--- config.mk ---
export PLATFORM = sky130hd
export DESIGN_NAME = frz_bridge_ctl
export DESIGN_NICKNAME = d
export VERILOG_FILES = /design/src/rtl/frz_pkg.sv /design/src/rtl/frz_datapath.sv /design/src/rtl/frz_ctrl.sv /design/src/rtl/frz_bridge_ctl.sv
export SDC_FILE = /design/constraint.sdc
export NUM_CORES = 1
export LEC_CHECK = 0
export BUFFER_PORTS_ARGS = -buffer_cell sky130_fd_sc_hd__clkbuf_2
export CORE_MARGIN = 2
export CORE_UTILIZATION = 36
export CTS_BUF_LIST = sky130_fd_sc_hd__clkbuf_16
export CTS_CLUSTER_DIAMETER = 200
export DETAILED_ROUTE_END_ITERATION = 10
export PLACE_DENSITY = 0.78
export SETUP_SLACK_MARGIN = 0.02
export SYNTH_ARGS = -nofsm -noshare
export SYNTH_HDL_FRONTEND = slang
export SYNTH_HIERARCHICAL = 1
export SYNTH_SLANG_ARGS = --single-unit
export TNS_END_PERCENT = 10
--- constraint.sdc ---
create_clock -name clk -period 1.9 [get_ports clk]
set_clock_uncertainty 0.15 [all_clocks]
set_input_delay 0.38 -clock clk [delete_from_list [all_inputs] [get_ports clk]]
set_output_delay 0.38 -clock clk [all_outputs]
set_load 0.03 [all_outputs]
--- src/rtl/frz_pkg.sv ---
package frz_pkg;

  typedef enum logic [1:0] {
    ST_RUN      = 2'd0,
    ST_FREEZING = 2'd1,
    ST_FROZEN   = 2'd2,
    ST_THAWING  = 2'd3
  } frzState_e;

  // Strobes from the control FSM to the datapath
  typedef struct packed {
    logic takeFreeze;
    logic takeThaw;
    logic acceptCtl;
    logic flagIllegal;
  } frzStrobe_t;

  localparam int WORD_STATUS = 0;
  localparam int WORD_CTRL   = 1;
  localparam int WORD_ILL    = 2;
  localparam int WORD_VER    = 3;

  localparam int BIT_FREEZE = 0;
  localparam int BIT_RESET  = 1;
  localparam int BIT_THAW   = 2;

endpackage

--- src/rtl/frz_datapath.sv ---
module frz_datapath
  import frz_pkg::*;
#(
  parameter int ADDR_W       = 4,
  parameter int SETTLE_CYC   = 4,
  parameter bit LONG_VERSION = 1'b1
) (
  input  logic              clk,
  input  logic              rstN,
  input  logic [ADDR_W-1:0] regAddr,
  input  logic              regWrEn,
  input  logic [31:0]       regWrData,
  input  logic              regRdEn,
  input  frzStrobe_t        strobe,
  input  logic              stFrozen,
  input  logic              stRunning,
  output logic [31:0]       regRdData,
  output logic              ctlWrite,
  output logic [2:0]        reqBits,
  output logic              settleDone,
  output logic [2:0]        ctrlBits,
  output logic              illSticky
);

  localparam int IDX_W = ADDR_W - 2;
  localparam int CNT_W = (SETTLE_CYC > 1) ? $clog2(SETTLE_CYC) : 1;
  localparam logic [CNT_W-1:0] CNT_LOAD = CNT_W'(SETTLE_CYC - 1);
  localparam logic [31:0] VER_VALUE = LONG_VERSION ? 32'hAD00_0003 : 32'd2;

  logic [IDX_W-1:0] wordIdx;
  logic             illClear;
  logic [CNT_W-1:0] settleCnt;

  assign wordIdx  = regAddr[ADDR_W-1:2];
  assign ctlWrite = regWrEn && (wordIdx == IDX_W'(WORD_CTRL));
  assign illClear = regWrEn && (wordIdx == IDX_W'(WORD_ILL)) && regWrData[0];
  assign reqBits  = regWrData[2:0];

  always_ff @(posedge clk) begin
    if (!rstN) begin
      ctrlBits <= '0;
    end else if (strobe.acceptCtl) begin
      ctrlBits <= reqBits;
    end
  end

  always_ff @(posedge clk) begin
    if (!rstN) begin
      illSticky <= 1'b0;
    end else if (strobe.flagIllegal) begin
      illSticky <= 1'b1;
    end else if (illClear) begin
      illSticky <= 1'b0;
    end
  end

  always_ff @(posedge clk) begin
    if (!rstN) begin
      settleCnt <= '0;
    end else if (strobe.takeFreeze || strobe.takeThaw) begin
      settleCnt <= CNT_LOAD;
    end else if (settleCnt != '0) begin
      settleCnt <= settleCnt - 1'b1;
    end
  end

  assign settleDone = (settleCnt == '0);

  always_comb begin
    regRdData = '0;
    if (regRdEn) begin
      unique case (wordIdx)
        IDX_W'(WORD_STATUS): regRdData = {30'd0, stRunning, stFrozen};
        IDX_W'(WORD_CTRL):   regRdData = {29'd0, ctrlBits};
        IDX_W'(WORD_ILL):    regRdData = {31'd0, illSticky};
        IDX_W'(WORD_VER):    regRdData = VER_VALUE;
        default:             regRdData = '0;
      endcase
    end
  end

endmodule

--- src/rtl/frz_ctrl.sv ---
module frz_ctrl
  import frz_pkg::*;
(
  input  logic       clk,
  input  logic       rstN,
  input  logic       ctlWrite,
  input  logic [2:0] reqBits,
  input  logic       settleDone,
  output frzStrobe_t strobe,
  output logic       stFrozen,
  output logic       stRunning,
  output logic       regionFreeze
);

  frzState_e state, stateNext;
  logic      wantFreeze, wantReset, wantThaw;
  logic      isBad;

  assign wantFreeze = reqBits[BIT_FREEZE];
  assign wantReset  = reqBits[BIT_RESET];
  assign wantThaw   = reqBits[BIT_THAW];

  assign stRunning    = (state == ST_RUN);
  assign stFrozen     = (state == ST_FROZEN);
  assign regionFreeze = (state != ST_RUN);

  always_comb begin
    isBad = (wantFreeze && wantThaw)
         || (wantFreeze && !stRunning)
         || (wantThaw && !stFrozen)
         || (wantReset && (!stFrozen || wantThaw));
    strobe.flagIllegal = ctlWrite && isBad;
    strobe.acceptCtl   = ctlWrite && !isBad;
    strobe.takeFreeze  = strobe.acceptCtl && wantFreeze;
    strobe.takeThaw    = strobe.acceptCtl && wantThaw;
  end

  always_comb begin
    stateNext = state;
    unique case (state)
      ST_RUN:      if (strobe.takeFreeze) stateNext = ST_FREEZING;
      ST_FREEZING: if (settleDone) stateNext = ST_FROZEN;
      ST_FROZEN:   if (strobe.takeThaw) stateNext = ST_THAWING;
      ST_THAWING:  if (settleDone) stateNext = ST_RUN;
      default:     stateNext = ST_RUN;
    endcase
  end

  always_ff @(posedge clk) begin
    if (!rstN) state <= ST_RUN;
    else       state <= stateNext;
  end

endmodule

--- src/rtl/frz_bridge_ctl.sv ---
module frz_bridge_ctl
  import frz_pkg::*;
#(
  parameter int ADDR_W       = 4,
  parameter int SETTLE_CYC   = 4,
  parameter bit LONG_VERSION = 1'b1
) (
  input  logic              clk,
  input  logic              rstN,
  input  logic [ADDR_W-1:0] regAddr,
  input  logic              regWrEn,
  input  logic [31:0]       regWrData,
  input  logic              regRdEn,
  output logic [31:0]       regRdData,
  output logic              regionFreeze,
  output logic              regionReset
);

  frzStrobe_t strobe;
  logic       ctlWrite;
  logic [2:0] reqBits;
  logic [2:0] ctrlBits;
  logic       settleDone;
  logic       stFrozen;
  logic       stRunning;
  logic       illSticky;

  frz_ctrl u_ctrl (
    .clk          (clk),
    .rstN         (rstN),
    .ctlWrite     (ctlWrite),
    .reqBits      (reqBits),
    .settleDone   (settleDone),
    .strobe       (strobe),
    .stFrozen     (stFrozen),
    .stRunning    (stRunning),
    .regionFreeze (regionFreeze)
  );

  frz_datapath #(
    .ADDR_W       (ADDR_W),
    .SETTLE_CYC   (SETTLE_CYC),
    .LONG_VERSION (LONG_VERSION)
  ) u_dp (
    .clk        (clk),
    .rstN       (rstN),
    .regAddr    (regAddr),
    .regWrEn    (regWrEn),
    .regWrData  (regWrData),
    .regRdEn    (regRdEn),
    .strobe     (strobe),
    .stFrozen   (stFrozen),
    .stRunning  (stRunning),
    .regRdData  (regRdData),
    .ctlWrite   (ctlWrite),
    .reqBits    (reqBits),
    .settleDone (settleDone),
    .ctrlBits   (ctrlBits),
    .illSticky  (illSticky)
  );

  assign regionReset = stFrozen && ctrlBits[BIT_RESET];

endmodule

**After elaboration in Yosys (flattened, before gate mapping)**

Cells that the tools add are included.

- Bits in registers: 8
- Bits of input ports: 40
- Output and inout port bits: 34

- $add $sub $neg: 1
- Eq/ne operators: 10
- Muxes and demuxes: 11
- Reduce and logical (&&, ||, !) cells: 28

Operator list:

| cell | number |
|---|---|
| case mux 32 bit (4 select lines) | 1 |
| two-way mux 32 bit | 1 |
| logical AND 1 bit | 12 |
| two-way mux 2 bit | 6 |
| == test 2 bit (second input constant) | 4 |
| case mux 2 bit (4 select lines) | 1 |
| nonzero test 2 bit | 4 |
| zero test 2 bit | 3 |
| logical OR 1 bit | 5 |
| == test 2 x 1 -> 1 bit (second input constant) | 2 |
| != test 2 x 1 -> 1 bit (second input constant) | 2 |
| != test 2 bit (second input constant) | 2 |
| AND reduction 4 bit | 1 |
| zero test 1 bit | 3 |
| two-way mux 1 bit | 2 |
| subtractor 2 x 1 -> 2 bit (second input constant) | 1 |

**Logic depth before layout (Yosys ltp)**

- Depth after elaboration: 11
- Mapped depth: 7
- Gate-level depth less buffers: 7

**By module**

The synthesis kept the hierarchy.

Modules (own cells, without submodules):

| module | instances | cells an instance | area each (µm²) | seq. area each (µm²) |
|---|---|---|---|---|
| frz_datapath | 1 | 64 | 560.5 | 120.1 |
| frz_ctrl | 1 | 31 | 234.0 | 40.0 |
| frz_bridge_ctl | 1 | 1 | 6.3 | 0.0 |

**Worst setup path after synthesis**

Ideal clock, no wire load.

- Path type: reg2out
- From: reg u_ctrl.state[0]
- To: out regRdData[1]
- Arrival: 1.349 ns
- Required time: 1.370 ns
- Slack: 0.021 ns
- Stages on the path, launching flop included: 5
- Buffers on the path: 0
- Path through: dfxtp_1 -> inv_1 -> ha_1 -> nand2_1 -> a21boi_0

- Cells in the longest elaborated chain, start to end: 3

Ends and longest elaborated chain:

| element | line | source |
|---|---|---|
| start, declared | frz_ctrl.sv:15 | `frzState_e state, stateNext;` |
| start signal, assigned | frz_ctrl.sv:51 | `else state <= stateNext;` |
| zero test 2 bit | frz_ctrl.sv:23 | `assign stRunning = (state == ST_RUN);` |
| named net stRunning | frz_bridge_ctl.sv:25 | `logic stRunning;` |
| case mux 32 bit (4 select lines) | frz_datapath.sv:72 | `unique case (wordIdx)` |
| two-way mux 32 bit | frz_datapath.sv:71 | `if (regRdEn) begin` |
| end, declared | frz_bridge_ctl.sv:14 | `output logic [31:0] regRdData,` |

The timed path passes the listed nets, and every way through them passes these cells. The select of a mux whose other input is x is not followed.

**Worst setup path after layout**

- From: reg u_ctrl.state[0]
- To: out regRdData[0]

- Cells in the longest elaborated chain, start to end: 3

Ends and longest elaborated chain:

| element | line | source |
|---|---|---|
| == test 2 bit | frz_ctrl.sv:24 | `assign stFrozen = (state == ST_FROZEN);` |
| named net stFrozen | frz_bridge_ctl.sv:24 | `logic stFrozen;` |
| case mux 32 bit (4 select lines) | frz_datapath.sv:72 |  |
| two-way mux 32 bit | frz_datapath.sv:71 |  |

The timed path passes the listed nets, and every way through them passes these cells. The select of a mux whose other input is x is not followed.

==> flow_summary.html <==
<table>
<tr><th>Metric</th><th>Value</th></tr>
<tr><th colspan="2">Outcome</th></tr>
<tr><td>Status</td><td>complete, but fails checks</td></tr>
<tr><td>Violated checks</td><td>setup timing</td></tr>
<tr><th colspan="2">Clocking</th></tr>
<tr><td>Number of CTS-inserted buffers</td><td>3</td></tr>
<tr><td>CTS tree</td><td>built</td></tr>
<tr><td>Longest Clk Path Bufs</td><td>2</td></tr>
<tr><td>Hold-fix buffers, CTS</td><td>0</td></tr>
<tr><td>Clock tree sinks</td><td>8</td></tr>
<tr><td>Depth of the CTS H-tree</td><td>1</td></tr>
<tr><td>Cell chosen for the clock root</td><td>clkbuf_16</td></tr>
<tr><td>Clock Latency Late Sink</td><td>0.23 ns</td></tr>
<tr><td>Clock-pin slew reported for the worst setup and hold paths after clock tree synthesis</td><td>0.04 ns</td></tr>
<tr><th colspan="2">Final layout</th></tr>
<tr><td>Filler Cells Inserted</td><td>226</td></tr>
<tr><td>Syn-to-layout area delta</td><td>13.9%</td></tr>
<tr><td>Final antenna diode count</td><td>0</td></tr>
<tr><td>Post-layout net count</td><td>160</td></tr>
<tr><td>Final standard cell utilization of the core</td><td>0.425</td></tr>
<tr><td>Fraction of layout instances using a drive strength above 1</td><td>0.310</td></tr>
<tr><th colspan="2">Power</th></tr>
<tr><td>Static leakage</td><td>0.471 nW</td></tr>
<tr><td>Ratio of total power to cell area</td><td>1010 nW/µm²</td></tr>
<tr><td>Total chip power</td><td>920 µW</td></tr>
<tr><td>Worst voltage drop across the vdd grid</td><td>849 µV</td></tr>
<tr><th colspan="2">Placed design</th></tr>
<tr><td>Final weighted congestion in routability-driven placement</td><td>0.831</td></tr>
<tr><td>HPWL after DPL</td><td>1120 µm</td></tr>
<tr><td>IO buf count</td><td>18</td></tr>
<tr><th colspan="2">GRT</th></tr>
<tr><td>Met3 global-route usage</td><td>0.0643</td></tr>
<tr><td>Remaining Overflow, GRT</td><td>0</td></tr>
<tr><td>Largest net degree at the start of global routing</td><td>10</td></tr>
<tr><td>Number of global-route vias before repair</td><td>583</td></tr>
<tr><td>Most used routing layer</td><td>met2</td></tr>
<tr><td>Global routing met1 resource utilization</td><td>0.139</td></tr>
<tr><td>GR Util All Layers</td><td>0.126</td></tr>
<tr><td>Met2 Track Usage GR</td><td>0.208</td></tr>
<tr><td>First-pass GRT wire length</td><td>2410 µm</td></tr>
<tr><td>Initial antenna violation count</td><td>0</td></tr>
<tr><th colspan="2">Hold path</th></tr>
<tr><td>Worst Hold Endpoint</td><td>u_dp/illSticky</td></tr>
<tr><td>Worst Min Path Start</td><td>regWrEn</td></tr>
<tr><td>Min-Delay Path Depth</td><td>2</td></tr>
<tr><td>Class of the most critical hold timing path</td><td>input pin to flop</td></tr>
<tr><th colspan="2">Floorplan</th></tr>
<tr><td>Die outline area</td><td>2620 µm²</td></tr>
<tr><td>Top Ports</td><td>74</td></tr>
<tr><td>Number of standard-cell rows in the floorplan</td><td>17</td></tr>
<tr><td>Initial cell density of the core</td><td>0.373</td></tr>
<tr><td>Die Height</td><td>51.2 µm</td></tr>
<tr><td>Die boundary width</td><td>51.2 µm</td></tr>
<tr><td>Std-Cell Core Area</td><td>2150 µm²</td></tr>
<tr><th colspan="2">Detailed routing</th></tr>
<tr><td>Iteration-0 DRC Markers</td><td>10</td></tr>
<tr><td>Final ANT Viol Nets</td><td>0</td></tr>
<tr><td>Remaining routing DRC violations</td><td>0</td></tr>
<tr><td>Via count</td><td>601</td></tr>
<tr><td>1st-pass router iterations</td><td>4</td></tr>
<tr><td>Detailed Route WL</td><td>1370 µm</td></tr>
<tr><td>Final routed wire length divided by cell count</td><td>9.74 µm</td></tr>
<tr><td>Drt via density</td><td>4.26</td></tr>
<tr><th colspan="2">Worst setup path</th></tr>
<tr><td>Reg2Reg Capture Point</td><td>u_dp/settleCnt[1]</td></tr>
<tr><td>Slack of the worst reg-to-reg path</td><td>0.14 ns</td></tr>
<tr><td>WP data required</td><td>1.37 ns</td></tr>
<tr><td>Startpoint class of the critical path</td><td>flop</td></tr>
<tr><td>Worst-path maximum fanout</td><td>3</td></tr>
<tr><td>Cell count of the worst reg-to-reg path</td><td>7</td></tr>
<tr><td>Launching point of the worst reg2reg path</td><td>u_ctrl/state[1]</td></tr>
<tr><td>Worst endpoint data arrival time</td><td>1.42 ns</td></tr>
<tr><td>Worst Setup SP</td><td>u_ctrl/state[0]</td></tr>
<tr><td>Critical path class</td><td>flop to output pin</td></tr>
<tr><td>Worst Setup End Kind</td><td>output pin</td></tr>
<tr><th colspan="2">Yosys</th></tr>
<tr><td>Share of synthesized area occupied by flip-flops and latches</td><td>0.200</td></tr>
<tr><td>Post-Syn Instances</td><td>96</td></tr>
<tr><td>Fraction of synthesis flops using an asynchronous set or reset pin</td><td>0</td></tr>
<tr><td>Leading post-synthesis cells by instance count</td><td>buf_4 (31), dfxtp_1 (8), inv_1 (8)</td></tr>
<tr><td>Leading register cell type out of synthesis</td><td>dfxtp_1</td></tr>
<tr><td>Cell area after synthesis</td><td>801 µm²</td></tr>
<tr><td>Number of synthesized flops with an enable pin</td><td>0</td></tr>
<tr><td>Synth area leaders</td><td>buf_4 (29%), dfxtp_1 (20%), ha_1 (7.8%)</td></tr>
<tr><td>Flops &amp; latches, synth</td><td>8</td></tr>
<tr><td>Mean instance size in the synthesized netlist</td><td>8.34 µm²</td></tr>
<tr><td>Dominant cell type by area after synthesis</td><td>buf_4</td></tr>
<tr><td>Count of yosys warnings during synthesis</td><td>6</td></tr>
<tr><td>Top-count cell post-synth</td><td>buf_4</td></tr>
<tr><td>Fraction of synthesized cell area taken by the top area cell type</td><td>0.291</td></tr>
<tr><td>Library cells used by synthesis</td><td>28</td></tr>
<tr><th colspan="2">Timing</th></tr>
<tr><td>Unrepaired setup endpoints after global routing</td><td>yes</td></tr>
<tr><td>Hold violation count in the final report</td><td>0</td></tr>
<tr><td>Final worst-path setup slack</td><td>-0.0531 ns</td></tr>
<tr><td>Worst hold slack across all endpoints</td><td>0.184 ns</td></tr>
<tr><td>Time the final worst path needs with I/O delays and setup</td><td>1.95 ns</td></tr>
<tr><td>Final worst path period share</td><td>1.03</td></tr>
<tr><td>Final count of pins violating max slew</td><td>0</td></tr>
<tr><td>Max Clk Rate</td><td>0.512 GHz</td></tr>
<tr><td>Number of setup violations in the final report</td><td>1</td></tr>
<tr><th colspan="2">Job</th></tr>
<tr><td>Max Cap Violations</td><td>0</td></tr>
</table>
[stage by stage]
stage          std cells  setup TNS (ns)  setup slack [ns]  cell area [µm²]
6_report             141         -0.0531           -0.0531              912
5_1_grt              141          -0.171            -0.108              912
4_1_cts              141         -0.0542           -0.0542              910
3_5_place_dp         136               0            0.0287              795
3_3_place_gp         136               0            0.0371              795
2_1_floorplan        119               0            0.0213              887
[flip-flops by register name, indices dropped and copies added (netlist names)]
name and cells:
u_dp/ctrlBits 3, u_dp/settleCnt 2, u_ctrl/state 2, u_dp/illSticky 1
[how the worst max path moves through the flow]
stage / endpoint / slack (ns)
6_report: regRdData[0] / -0.05
3_3_place_gp: regRdData[0] / 0.04
4_1_cts: regRdData[0] / -0.05
3_5_place_dp: regRdData[0] / 0.03
2_1_floorplan: regRdData[1] / 0.02
5_1_grt: regRdData[0] / -0.11
[layer usage]
layer	part of all wire	vias to the layer above
li1	-	301
met1	0.41	269
met2	0.48	29
met3	0.095	2
met4	0.0058	0
met5	0	-
[worst max-delay path: stages, from the launching register on]
cell      delay, ns
dfxtp_2        0.32
inv_2          0.05
ha_4           0.15
mux2_4         0.26
o221a_1        0.24
clkbuf_8       0.16
[cells by family (layout without fill, tap and decap cells)]
logic type               Yosys count  in the layout  synth area share
buffers and inverters             39             33             0.328
AND/OR/NAND/NOR                   22             22             0.159
other                              1             24           0.00468
flip-flops                         8              8             0.200
multiplexers                       6              6            0.0812
adder cells (fa/ha/maj)            5              5            0.0781
XOR/XNOR                           1              1            0.0109
AO/OA/AOI/OAI                     14             14             0.138
[placed cells by master (no fill, tap or decap), types with 2 or more instances in the layout]
cell	netlist	final
a21oi_1	2	2
o31a_1	2	2
clkbuf_2	0	16
dfxtp_1	8	7
nor2b_1	3	3
o21ai_0	3	3
mux2i_1	5	5
nor2_1	3	3
buf_4	31	5
nand2b_1	3	3
o21bai_1	2	2
ha_1	5	3
nand2_1	5	5
conb_1	1	24
clkbuf_16	0	3
inv_1	8	7
and2_1	2	2
[power breakdown]
part           switching [mW]  internal (mW)  total, mW
Combinational           0.220          0.138      0.358
Clock                  0.0765          0.271      0.347
Sequential             0.0148          0.200      0.215
Total                   0.311          0.609      0.920
[cell type report]
class / count / area, µm² / area share
multi-input cells: 72 / 479 / 0.525
flip-flops and latches: 8 / 161 / 0.177
repair buffers: 22 / 131 / 0.144
clock buffers: 3 / 75.1 / 0.0823
well taps: 28 / 35.0 / 0.0384
inverters: 8 / 30.0 / 0.0329
[timing repair]
| action | CTS | global route |
|---|---|---|
| endpoints found under the hold margin | 0 | 0 |
| resized for setup | 7 | 3 |
| endpoints found under the setup margin | 2 | 6 |
| setup buffers | 2 | 0 |
Note: power is estimated with default switching activity, not from simulation.
